--- src/rtl/subcode_deser.sv ---
module subcode_deser #(
  parameter int DLY_DBL  = 208,
  parameter int HALF_DBL = 32,
  parameter int DLY_NRM  = 320,
  parameter int HALF_NRM = 128,
  parameter int BITS     = 8,
  parameter int SYM_W    = 6
) (
  input  logic             clk,
  input  logic             rst_n,
  input  logic             ext_sel,
  input  logic             dbl_speed,
  input  logic             fsync,
  input  logic             bsync,
  input  logic             sdata,
  input  logic             sclk_in,
  output logic             sclk_out,
  output logic             sclk_oe,
  output logic             sym_valid,
  output logic [SYM_W-1:0] sym_data,
  output logic             sym_first
);
  localparam int MAXD = (DLY_NRM > DLY_DBL) ? DLY_NRM : DLY_DBL;
  localparam int MAXH = (HALF_NRM > HALF_DBL) ? HALF_NRM : HALF_DBL;
  localparam int MAXC = (MAXD > MAXH) ? MAXD : MAXH;
  localparam int CW   = $clog2(MAXC + 1);
  localparam int BCW  = $clog2(BITS + 1);

  logic [2:0] fs_q, sc_q;
  logic [1:0] bs_q, sd_q;

  always_ff @(posedge clk or negedge rst_n)
    if (!rst_n) begin
      fs_q <= '0; sc_q <= '0; bs_q <= '0; sd_q <= '0;
    end else begin
      fs_q <= {fs_q[1:0], fsync};
      sc_q <= {sc_q[1:0], sclk_in};
      bs_q <= {bs_q[0], bsync};
      sd_q <= {sd_q[0], sdata};
    end

  wire fs_rise = fs_q[1] & ~fs_q[2];
  wire sc_rise = sc_q[1] & ~sc_q[2];

  wire [CW-1:0] dly_ld  = dbl_speed ? CW'(DLY_DBL - 3)  : CW'(DLY_NRM - 3);
  wire [CW-1:0] half_ld = dbl_speed ? CW'(HALF_DBL - 1) : CW'(HALF_NRM - 1);

  logic          run, sclk_r;
  logic [CW-1:0] cnt;
  logic [BCW-1:0] pcnt;

  always_ff @(posedge clk or negedge rst_n)
    if (!rst_n) begin
      run <= 1'b0; sclk_r <= 1'b0; cnt <= '0; pcnt <= '0;
    end else if (ext_sel) begin
      run <= 1'b0; sclk_r <= 1'b0;
    end else if (fs_rise) begin
      run <= 1'b1; sclk_r <= 1'b0; cnt <= dly_ld; pcnt <= '0;
    end else if (run) begin
      if (cnt == '0) begin
        sclk_r <= ~sclk_r;
        cnt    <= half_ld;
        if (sclk_r) begin
          pcnt <= pcnt + 1'b1;
          if (pcnt == BCW'(BITS - 1)) run <= 1'b0;
        end
      end else begin
        cnt <= cnt - 1'b1;
      end
    end

  wire gen_rise   = ~ext_sel & run & (cnt == '0) & ~sclk_r;
  wire shift_take = ext_sel ? sc_rise : gen_rise;
  wire shift_bit  = ext_sel ? sd_q[1] : sdata;

  assign sclk_out = sclk_r;
  assign sclk_oe  = ~ext_sel;

  logic [SYM_W-2:0] sh;
  logic [BCW-1:0]   bcnt;
  logic             blk;

  always_ff @(posedge clk or negedge rst_n)
    if (!rst_n) begin
      sh <= '0; bcnt <= BCW'(BITS); blk <= 1'b0;
      sym_valid <= 1'b0; sym_data <= '0; sym_first <= 1'b0;
    end else begin
      sym_valid <= 1'b0;
      if (fs_rise) begin
        bcnt <= '0;
        blk  <= bs_q[1];
      end else if (shift_take && bcnt != BCW'(BITS)) begin
        sh   <= {sh[SYM_W-3:0], shift_bit};
        bcnt <= bcnt + 1'b1;
        if (bcnt == BCW'(BITS - 1)) begin
          sym_valid <= 1'b1;
          sym_data  <= {sh, shift_bit};
          sym_first <= blk;
        end
      end
    end
endmodule

--- config.mk ---
export PLATFORM = sky130hd
export DESIGN_NAME = subcode_deser
export DESIGN_NICKNAME = d
export VERILOG_FILES = /design/src/rtl/subcode_deser.sv
export SDC_FILE = /design/constraint.sdc
export NUM_CORES = 1
export LEC_CHECK = 0
export BUFFER_PORTS_ARGS = -buffer_cell sky130_fd_sc_hd__buf_2
export CAP_MARGIN = 20
export CORE_MARGIN = 3
export CORE_UTILIZATION = 58
export DETAILED_ROUTE_END_ITERATION = 10
export HOLD_SLACK_MARGIN = 0.06
export PLACE_DENSITY = 0.78
export SLEW_MARGIN = 25
export SYNTH_ARGS = -nofsm -noshare
export SYNTH_HDL_FRONTEND = slang
export SYNTH_SLANG_ARGS = --single-unit
--- constraint.sdc ---
create_clock -name clk -period 2.7 [get_ports clk]
set_input_delay 0.405 -clock clk [delete_from_list [all_inputs] [get_ports clk]]
set_output_delay 0.405 -clock clk [all_outputs]
set_load 0.05 [all_outputs]
==> results of run 1 <==
## flip-flops by register name, indices dropped and copies added, names as in the netlist
name / flops
cnt: 9
sym_data: 6
sh: 5
bcnt: 4
pcnt: 4
fs_q: 3
sc_q: 3
bs_q: 2
sd_q: 2
blk: 1
run: 1
sclk_out: 1
sym_first: 1
sym_valid: 1
## synth_stat cells, drive strengths merged, types with 3 or more instances
| cell | instances | share of area [%] |
|---|---|---|
| nor3 | 6 | 2.3 |
| a31oi | 5 | 2.3 |
| inv | 8 | 1.5 |
| nand3 | 5 | 1.3 |
| nor2 | 12 | 2.4 |
| or3 | 7 | 2.2 |
| o21ai | 11 | 2.8 |
| dfrtp | 42 | 53 |
| clkbuf | 4 | 0.75 |
| o211ai | 4 | 1.5 |
| nand2 | 12 | 2.3 |
| mux2 | 13 | 7.3 |
| o31ai | 3 | 1.1 |
| a21oi | 7 | 1.8 |
| ha | 4 | 2.5 |
## final cells by class
cell class / count / area share (%)
flip-flops and latches: 43 / 48.8
repair buffers: 19 / 4.54
multi-input cells: 118 / 38.7
inverters: 8 / 1.36
clock inverters: 2 / 1.76
clock buffers: 6 / 2.33
well taps: 44 / 2.50
## through the flow
stage | instances | power (mW) | utilization, % | worst slack, ns | hold WS [ns]
4_1_cts | 240 | 1.47 | 70.0 | 0.420 | 0.134
5_1_grt | 240 | 1.54 | 70.0 | 0.223 | 0.117
3_5_place_dp | 232 | 1.03 | 67.1 | 0.438 | 0.337
3_3_place_gp | 232 | 1.01 | 67.1 | 0.551 | 0.334
6_report | 240 | 1.46 | 70.0 | 0.434 | 0.152
2_1_floorplan | 175 | 0.959 | - | 0.756 | 0.109
## cells by family after synthesis
logic type / share of synthesized area [%]
adder cells (fa/ha/maj): 2.51
buffers and inverters: 3.08
XOR/XNOR: 0.440
flip-flops: 54.1
AO/OA/AOI/OAI: 14.6
multiplexers: 7.85
AND/OR/NAND/NOR: 17.4
## where the power goes
part	internal (mW)	total, mW	switching [mW]
Clock	0.224	0.434	0.210
Combinational	0.0912	0.197	0.106
Sequential	0.724	0.824	0.0994
Total	1.04	1.46	0.416
## final timing paths
check	from	end	slack [ns]	depth (start not counted)
max in group asynchronous	rst_n	cnt[2]	1.96	1
max reg2reg	cnt[0]	sym_data[2]	0.43	6
min in group asynchronous	rst_n	sym_first	0.17	1
min reg2reg	fs_q[0]	fs_q[1]	0.37	0
min	sclk_in	sc_q[0]	0.15	1
max	cnt[0]	sym_data[2]	0.43	6
## worst reg2reg max path, cell delays in order (launching register included)
cell and delay (ns):
dfrtp_1 0.43, inv_1 0.09, ha_1 0.24, nor4b_4 0.41
a31oi_4 0.26, nor2_2 0.36, mux2_2 0.38
## metal layers
layer  up-vias  track usage, %  routed length [µm]
met3         4            5.89                 235
met4         0            5.54                  29
met1       690            27.7                1650
met5         -               0                   0
li1        686               -                   -
met2        68            31.3                1740
==> impl_summary.log, run 1 <==
[metrics] result of the run: finished, final reports clean
[metrics] last weighted congestion value of the routability-driven placer: 0.822
[metrics] crit end category: flop
[metrics] setup repair after global routing missed its margin: no
[metrics] router iterations before antenna repair: 4
[metrics] critical path, cell by cell: inv_1 -> ha_1 -> nor4b_4 -> a31oi_4 -> nor2_2 -> mux2_2
[metrics] clock sink total: 43
[metrics] time the final worst path needs with I/O delays and setup: 2.27 ns
[metrics] via count: 1,448
[metrics] worst slew margin relative to its limit: 39.3%
[metrics] clock tree from TritonCTS: built
[metrics] CTS root buffer: clkbuf_4
[metrics] gate count of the mapped netlist: 175
[metrics] number of buffers inserted during clock tree synthesis: 5
[metrics] deepest clock path buffer count: 2
[metrics] Die Outline Area: 4170 µm²
[metrics] peak per-stage delay on the critical path: 0.43 ns
[metrics] overall die height: 64.6 µm
[metrics] final net count: 207
[metrics] most common library cell in the layout ignoring fill and taps: dfrtp_1
[metrics] Detail Placement HPWL: 2580 µm
[metrics] # rows: 20
[metrics] post-detailed-placement cell area: 2120 µm²
[metrics] Max stage delay cell, worst path: dfrtp_1
[metrics] Area Overhead vs Synth: 10.7%
[metrics] initial detailed-routing violation count: 146
[metrics] fraction of final layout cells with drive strength greater than 1: 25.0%
[metrics] post-layout instance area: 2210 µm²
[metrics] number of buffers and inverters on the critical path: 1
[metrics] count of different cell masters after synthesis: 45
[metrics] Fmax achieved: 441 MHz
[metrics] Ports: 18
[metrics] Crit Path Category: reg -> reg
[metrics] buffer count from post-CTS setup fixing: 0
[metrics] count of warnings emitted by yosys: 0
[metrics] required time of the critical path: 2.94 ns
[metrics] netlist area before placement: 1990 µm²
[metrics] final setup violation count: 0
[metrics] footprint of the flip-flops and latches: 1080 µm²
[metrics] vias in the first global route: 1,376
[metrics] mean cell area of the mapped netlist: 11.4 µm²
[metrics] most instantiated flip-flop cell in the synthesis netlist: dfrtp_1
[metrics] initial core utilization: 63.2%
[metrics] maximum fanout encountered on the critical timing path: 12
[metrics] Antenna diodes: 0
[metrics] syn nets: 187
[metrics] power density cells: 660 nW/µm²
[metrics] Die Width: 64.6 µm
[metrics] number of flops mapped to enable cells by yosys: 0
[metrics] aggregate routed wire length: 3650 µm
[metrics] dominant delay contributor by cell family on the critical path: simple AND/OR/NAND/NOR gates
[metrics] Final ANT Viol Nets: 0
[metrics] CP arrival: 2.51 ns
[metrics] Port-buffer cells: 17
[metrics] Layout Skew: 0.00771 ns
[metrics] total overflow reported by the global router: 0
[metrics] Final period util: 83.9%
[metrics] leakage power figure: 1.01 nW
[metrics] #FFs+latches synth: 43
[metrics] post-DR vias/cell: 6.03
[metrics] filler cell count in the final layout: 247
[metrics] number of hold-slack violations in the final timing report: 0
[metrics] accumulated negative setup slack: 0 ns
[metrics] hold buffer count at CTS: 0
[metrics] worst hold-check path type: in -> reg
[metrics] Worst-path clk slew: 0.13 ns
[metrics] area of the multi-input gates: 853 µm²
[metrics] leading cell types in the layout, fill and taps excluded: dfrtp_1 (42), buf_2 (17), mux2_2 (13)
[metrics] largest net degree at the start of global routing: 44
[metrics] max_cap viols: 0
[metrics] IR Drop Worst-Case VDD: 403 µV
[metrics] Post-CTS Resized: 0
[metrics] number of antenna violations at the first check in global routing: 0
[metrics] clock latency of the later-clocked register in the worst-skew pair: 0.35 ns
[metrics] max-slew violation total from the final report: 0
[metrics] DRC violations left: 0
[metrics] H-tree levels: 2
[metrics] share of synthesized registers carrying an async set or reset: 100%
[metrics] type of origin of the critical path: flop
[metrics] mean routed wirelength per cell: 15.2 µm
[metrics] wire length of the first global-routing pass: 6540 µm
[metrics] Tightest Pin Transition: 0.911 ns
[metrics] global-route usage over all layers: 20.2%
[metrics] Core ar.: 3150 µm²
[metrics] post-synthesis sequential area ratio: 54.1%
No activity file was read; power rests on OpenSTA's default activity.
==> run 2, diff against run 1 <==
Settings changed: ABC_AREA from default to 1, CORE_UTILIZATION 58 to 52, PLACE_DENSITY 0.78 to 0.74.
Clock period 2.7 ns to 1.8 ns, I/O delays scaled along.
==> impl_summary.log, run 2 <==
[metrics] via count: 1,474 (+1.8%)
[metrics] CP arrival: 1.87 ns (-0.64 ns)
[metrics] largest net degree at the start of global routing: 33 (-25%)
[metrics] setup slack, reg-to-reg: 0.16 ns (-0.27 ns)
[metrics] H-tree levels: 2 (unchanged)
[metrics] area of the multi-input gates: 807 µm² (-5.4%)
[metrics] Core ar.: 3490 µm² (+11%)
[metrics] type of origin of the critical path: flop
[metrics] deepest clock path buffer count: 2 (unchanged)
[metrics] Crit Path Category: reg -> reg
[metrics] post-DR vias/cell: 5.10 (-15%)
[metrics] clock sink total: 43 (unchanged)
[metrics] crit end category: flop
[metrics] aggregate routed wire length: 3780 µm (+3.6%)
[metrics] cell type contributing the most total cell area after synthesis: dfrtp_1
[metrics] syn nets: 225 (+20%)
[metrics] setup slack of the critical path after layout: 0.164 ns (-0.270 ns)
[metrics] number of antenna violations at the first check in global routing: 0 (unchanged)
[metrics] Die Outline Area: 4590 µm² (+10%)
[metrics] share of synthesized registers carrying an async set or reset: 100% (unchanged)
[metrics] worst slew margin relative to its limit: 53.6% (+14 points)
[metrics] gate count of the mapped netlist: 213 (+22%)
[metrics] max_cap viols: 0 (unchanged)
[metrics] overall die height: 67.8 µm (+4.9%)
[metrics] flip-flop count of the largest register after layout: 9 (unchanged)
[metrics] worst-case reg-to-reg path depth: 10 (+4)
[metrics] most common cell in the netlist: nand2_1
[metrics] DRC violations left: 0 (unchanged)
[metrics] last weighted congestion value of the routability-driven placer: 0.833 (+1.3%)
[metrics] clock tree from TritonCTS: built
[metrics] top register by number of flip-flops: cnt
[metrics] post-route non-filler standard cell count: 289 (+20%)
[metrics] start point of the worst min-delay path: bsync
[metrics] worst hold-check path type: in -> reg
[metrics] final setup violation count: 0 (unchanged)
[metrics] Cell Count Post-Placement: 280 (+21%)
[metrics] leakage power figure: 1.19 nW (+18%)
[metrics] initial detailed-routing violation count: 91 (-38%)
[metrics] buffer count from post-CTS setup fixing: 0 (unchanged)
[metrics] wire length of the first global-routing pass: 6660 µm (+1.8%)
[metrics] count of warnings emitted by yosys: 0 (unchanged)
[metrics] Detail Placement HPWL: 2690 µm (+4.2%)
[metrics] Fmax achieved: 611 MHz (+39%)
[metrics] leading registers by flop count: cnt: 9 flops, sym_data: 6 flops, sh: 5 flops
[metrics] Max stage delay cell, worst path: dfrtp_1
[metrics] post-detailed-placement cell area: 2160 µm² (+2.2%)
[metrics] vias in the first global route: 1,471 (+6.9%)
[metrics] Layout Skew: 0.00796 ns (+0.000251 ns)
[metrics] Die Width: 67.8 µm (+4.9%)
[metrics] post-layout instance area: 2310 µm² (+4.8%)
[metrics] router iterations before antenna repair: 4 (unchanged)
[metrics] worst slack at placement: 0.164 ns (-0.273 ns)
[metrics] required time of the critical path: 2.04 ns (-0.90 ns)
[metrics] CTS root buffer: clkbuf_8
[metrics] r2r startpoint: cnt[0]
[metrics] largest cells by area after synthesis: dfrtp_1 (53%), nand2_1 (12%), inv_1 (4.4%)
[metrics] mean cell area of the mapped netlist: 9.31 µm² (-18%)
[metrics] filler cell count in the final layout: 275 (+11%)
[metrics] Final ANT Viol Nets: 0 (unchanged)
[metrics] result of the run: finished, final reports clean
[metrics] Final Power: 2.52 mW (+73%)
[metrics] netlist area before placement: 1980 µm² (-0.44%)
[metrics] Antenna diodes: 0 (unchanged)
[metrics] fraction of synthesized cell area taken by the top area cell type: 53.0% (+0.23 points)
[metrics] footprint of the flip-flops and latches: 1080 µm² (unchanged)
[metrics] most common library cell in the layout ignoring fill and taps: nand2_1
[metrics] Tightest Pin Transition: 0.696 ns (-0.215 ns)
[metrics] #FFs+latches synth: 43 (unchanged)
[metrics] global-route usage over all layers: 19.6% (-0.55 points)
[metrics] number of flops mapped to enable cells by yosys: 0 (unchanged)
[metrics] final net count: 254 (+23%)
[metrics] fin util: 66.2% (-3.8 points)
[metrics] leading cell types in the layout, fill and taps excluded: nand2_1 (62), dfrtp_1 (42), inv_1 (23)
[metrics] R2R Path End: pcnt[0]
[metrics] mean routed wirelength per cell: 13.1 µm (-14%)
[metrics] post-synthesis sequential area ratio: 54.3% (+0.24 points)
[metrics] fraction of final layout cells with drive strength greater than 1: 20.2% (-4.8 points)
[metrics] initial core utilization: 56.7% (-6.4 points)
[metrics] Final period util: 90.9% (+6.9 points)
[metrics] worst hold stages: 1 (unchanged)
[metrics] Port-buffer cells: 17 (unchanged)
[metrics] critical path, cell by cell: inv_1 -> ha_2 -> nand2_2 -> nor2_4 -> nand2_1 -> nand2_2 -> nand2_2 -> nor3_2 -> nand2_1 -> nand2_1
[metrics] IR Drop Worst-Case VDD: 642 µV (+59%)
[metrics] power density cells: 1090 nW/µm² (+65%)
[metrics] max-slew violation total from the final report: 0 (unchanged)
[metrics] total overflow reported by the global router: 0 (unchanged)
[metrics] maximum fanout encountered on the critical timing path: 4 (-8)
[metrics] Ports: 18 (unchanged)
[metrics] destination of the worst hold path: bs_q[0]
[metrics] number of buffers inserted during clock tree synthesis: 5 (unchanged)
[metrics] peak per-stage delay on the critical path: 0.40 ns (-0.03 ns)
[metrics] count of different cell masters after synthesis: 29 (-36%)
[metrics] Worst-path clk slew: 0.08 ns (-0.05 ns)
[metrics] time the final worst path needs with I/O delays and setup: 1.64 ns (-0.630 ns)
[metrics] clock latency of the later-clocked register in the worst-skew pair: 0.30 ns (-0.05 ns)
[metrics] # rows: 21 (+5.0%)
[metrics] number of hold-slack violations in the final timing report: 0 (unchanged)
[metrics] most instantiated flip-flop cell in the synthesis netlist: dfrtp_1
[metrics] Area Overhead vs Synth: 16.6%
[metrics] leading cell types by count after synthesis: nand2_1 (62), dfrtp_1 (42), inv_1 (23)
## run 2: cell count changes after synthesis, sizes merged, moves of 6 or more
cell   delta
xor2      +6
nand2    +55
o21ai     +7
inv      +15
nand4     +8
mux2     -13
or3       -7
nand3     +6
## run 2: how the worst max path moves through the flow
stage	from	endpoint	slack (ns)
2_1_floorplan	ext_sel	cnt[2]	0.21
3_3_place_gp	cnt[0]	bcnt[1]	0.22
3_5_place_dp	cnt[0]	bcnt[0]	0.16
4_1_cts	cnt[0]	pcnt[0]	0.15
5_1_grt	cnt[1]	pcnt[0]	-0.006
6_report	cnt[0]	pcnt[0]	0.16
## run 2: per-stage QoR
stage          hold slack (ns)  TNS [ns]
4_1_cts                 0.0688         0
2_1_floorplan          -0.0256         0
3_3_place_gp             0.333         0
3_5_place_dp             0.335         0
6_report                0.0776         0
5_1_grt                 0.0633  -0.00598
## run 2: power by group
part	leakage, nW	switching (mW)	total [mW]	internal (mW)
logic	0.584	0.272	0.429	0.157
clock network	0.0644	0.346	0.899	0.553
registers	0.545	0.0982	1.19	1.09
total	1.19	0.716	2.52	1.80
## run 2: final cells by class
class / count / area share [%]
clock buffers: 5 / 2.98
clock inverters: 3 / 2.92
inverters: 23 / 3.73
multi-input cells: 144 / 34.9
flip-flops and latches: 43 / 46.6
well taps: 46 / 2.49
repair buffers: 25 / 6.39
## run 2: logic make-up after synthesis
family / Yosys count / synth area share [%]
fa+ha+maj: 4 / 2.52
compound gates: 25 / 7.44
flops: 43 / 54.3
xor+xnor: 8 / 3.53
buf+inv: 26 / 5.11
simple gates: 107 / 27.1
## run 2: routing by layer
layer / up-vias / share of wire [%] / track usage (%)
met1: 694 / 48 / 25.7
met5: - / 0 / 0
met2: 36 / 47 / 31.1
met3: 5 / 4.2 / 4.49
li1: 739 / - / -
met4: 0 / 1.5 / 8.35
## run 2: critical path: cells and delay by family (launching register included)
kind | cells | cell delay (ns)
fa+ha+maj | 1 | 0.21
buf+inv | 1 | 0.08
simple gates | 8 | 0.87
flops | 1 | 0.40
## run 2: what timing repair did
action                     CTS  global route
hold buffers                 1             0
gates resized for setup      0             1
hold endpoints to repair    29             0
setup endpoints to repair    0             2
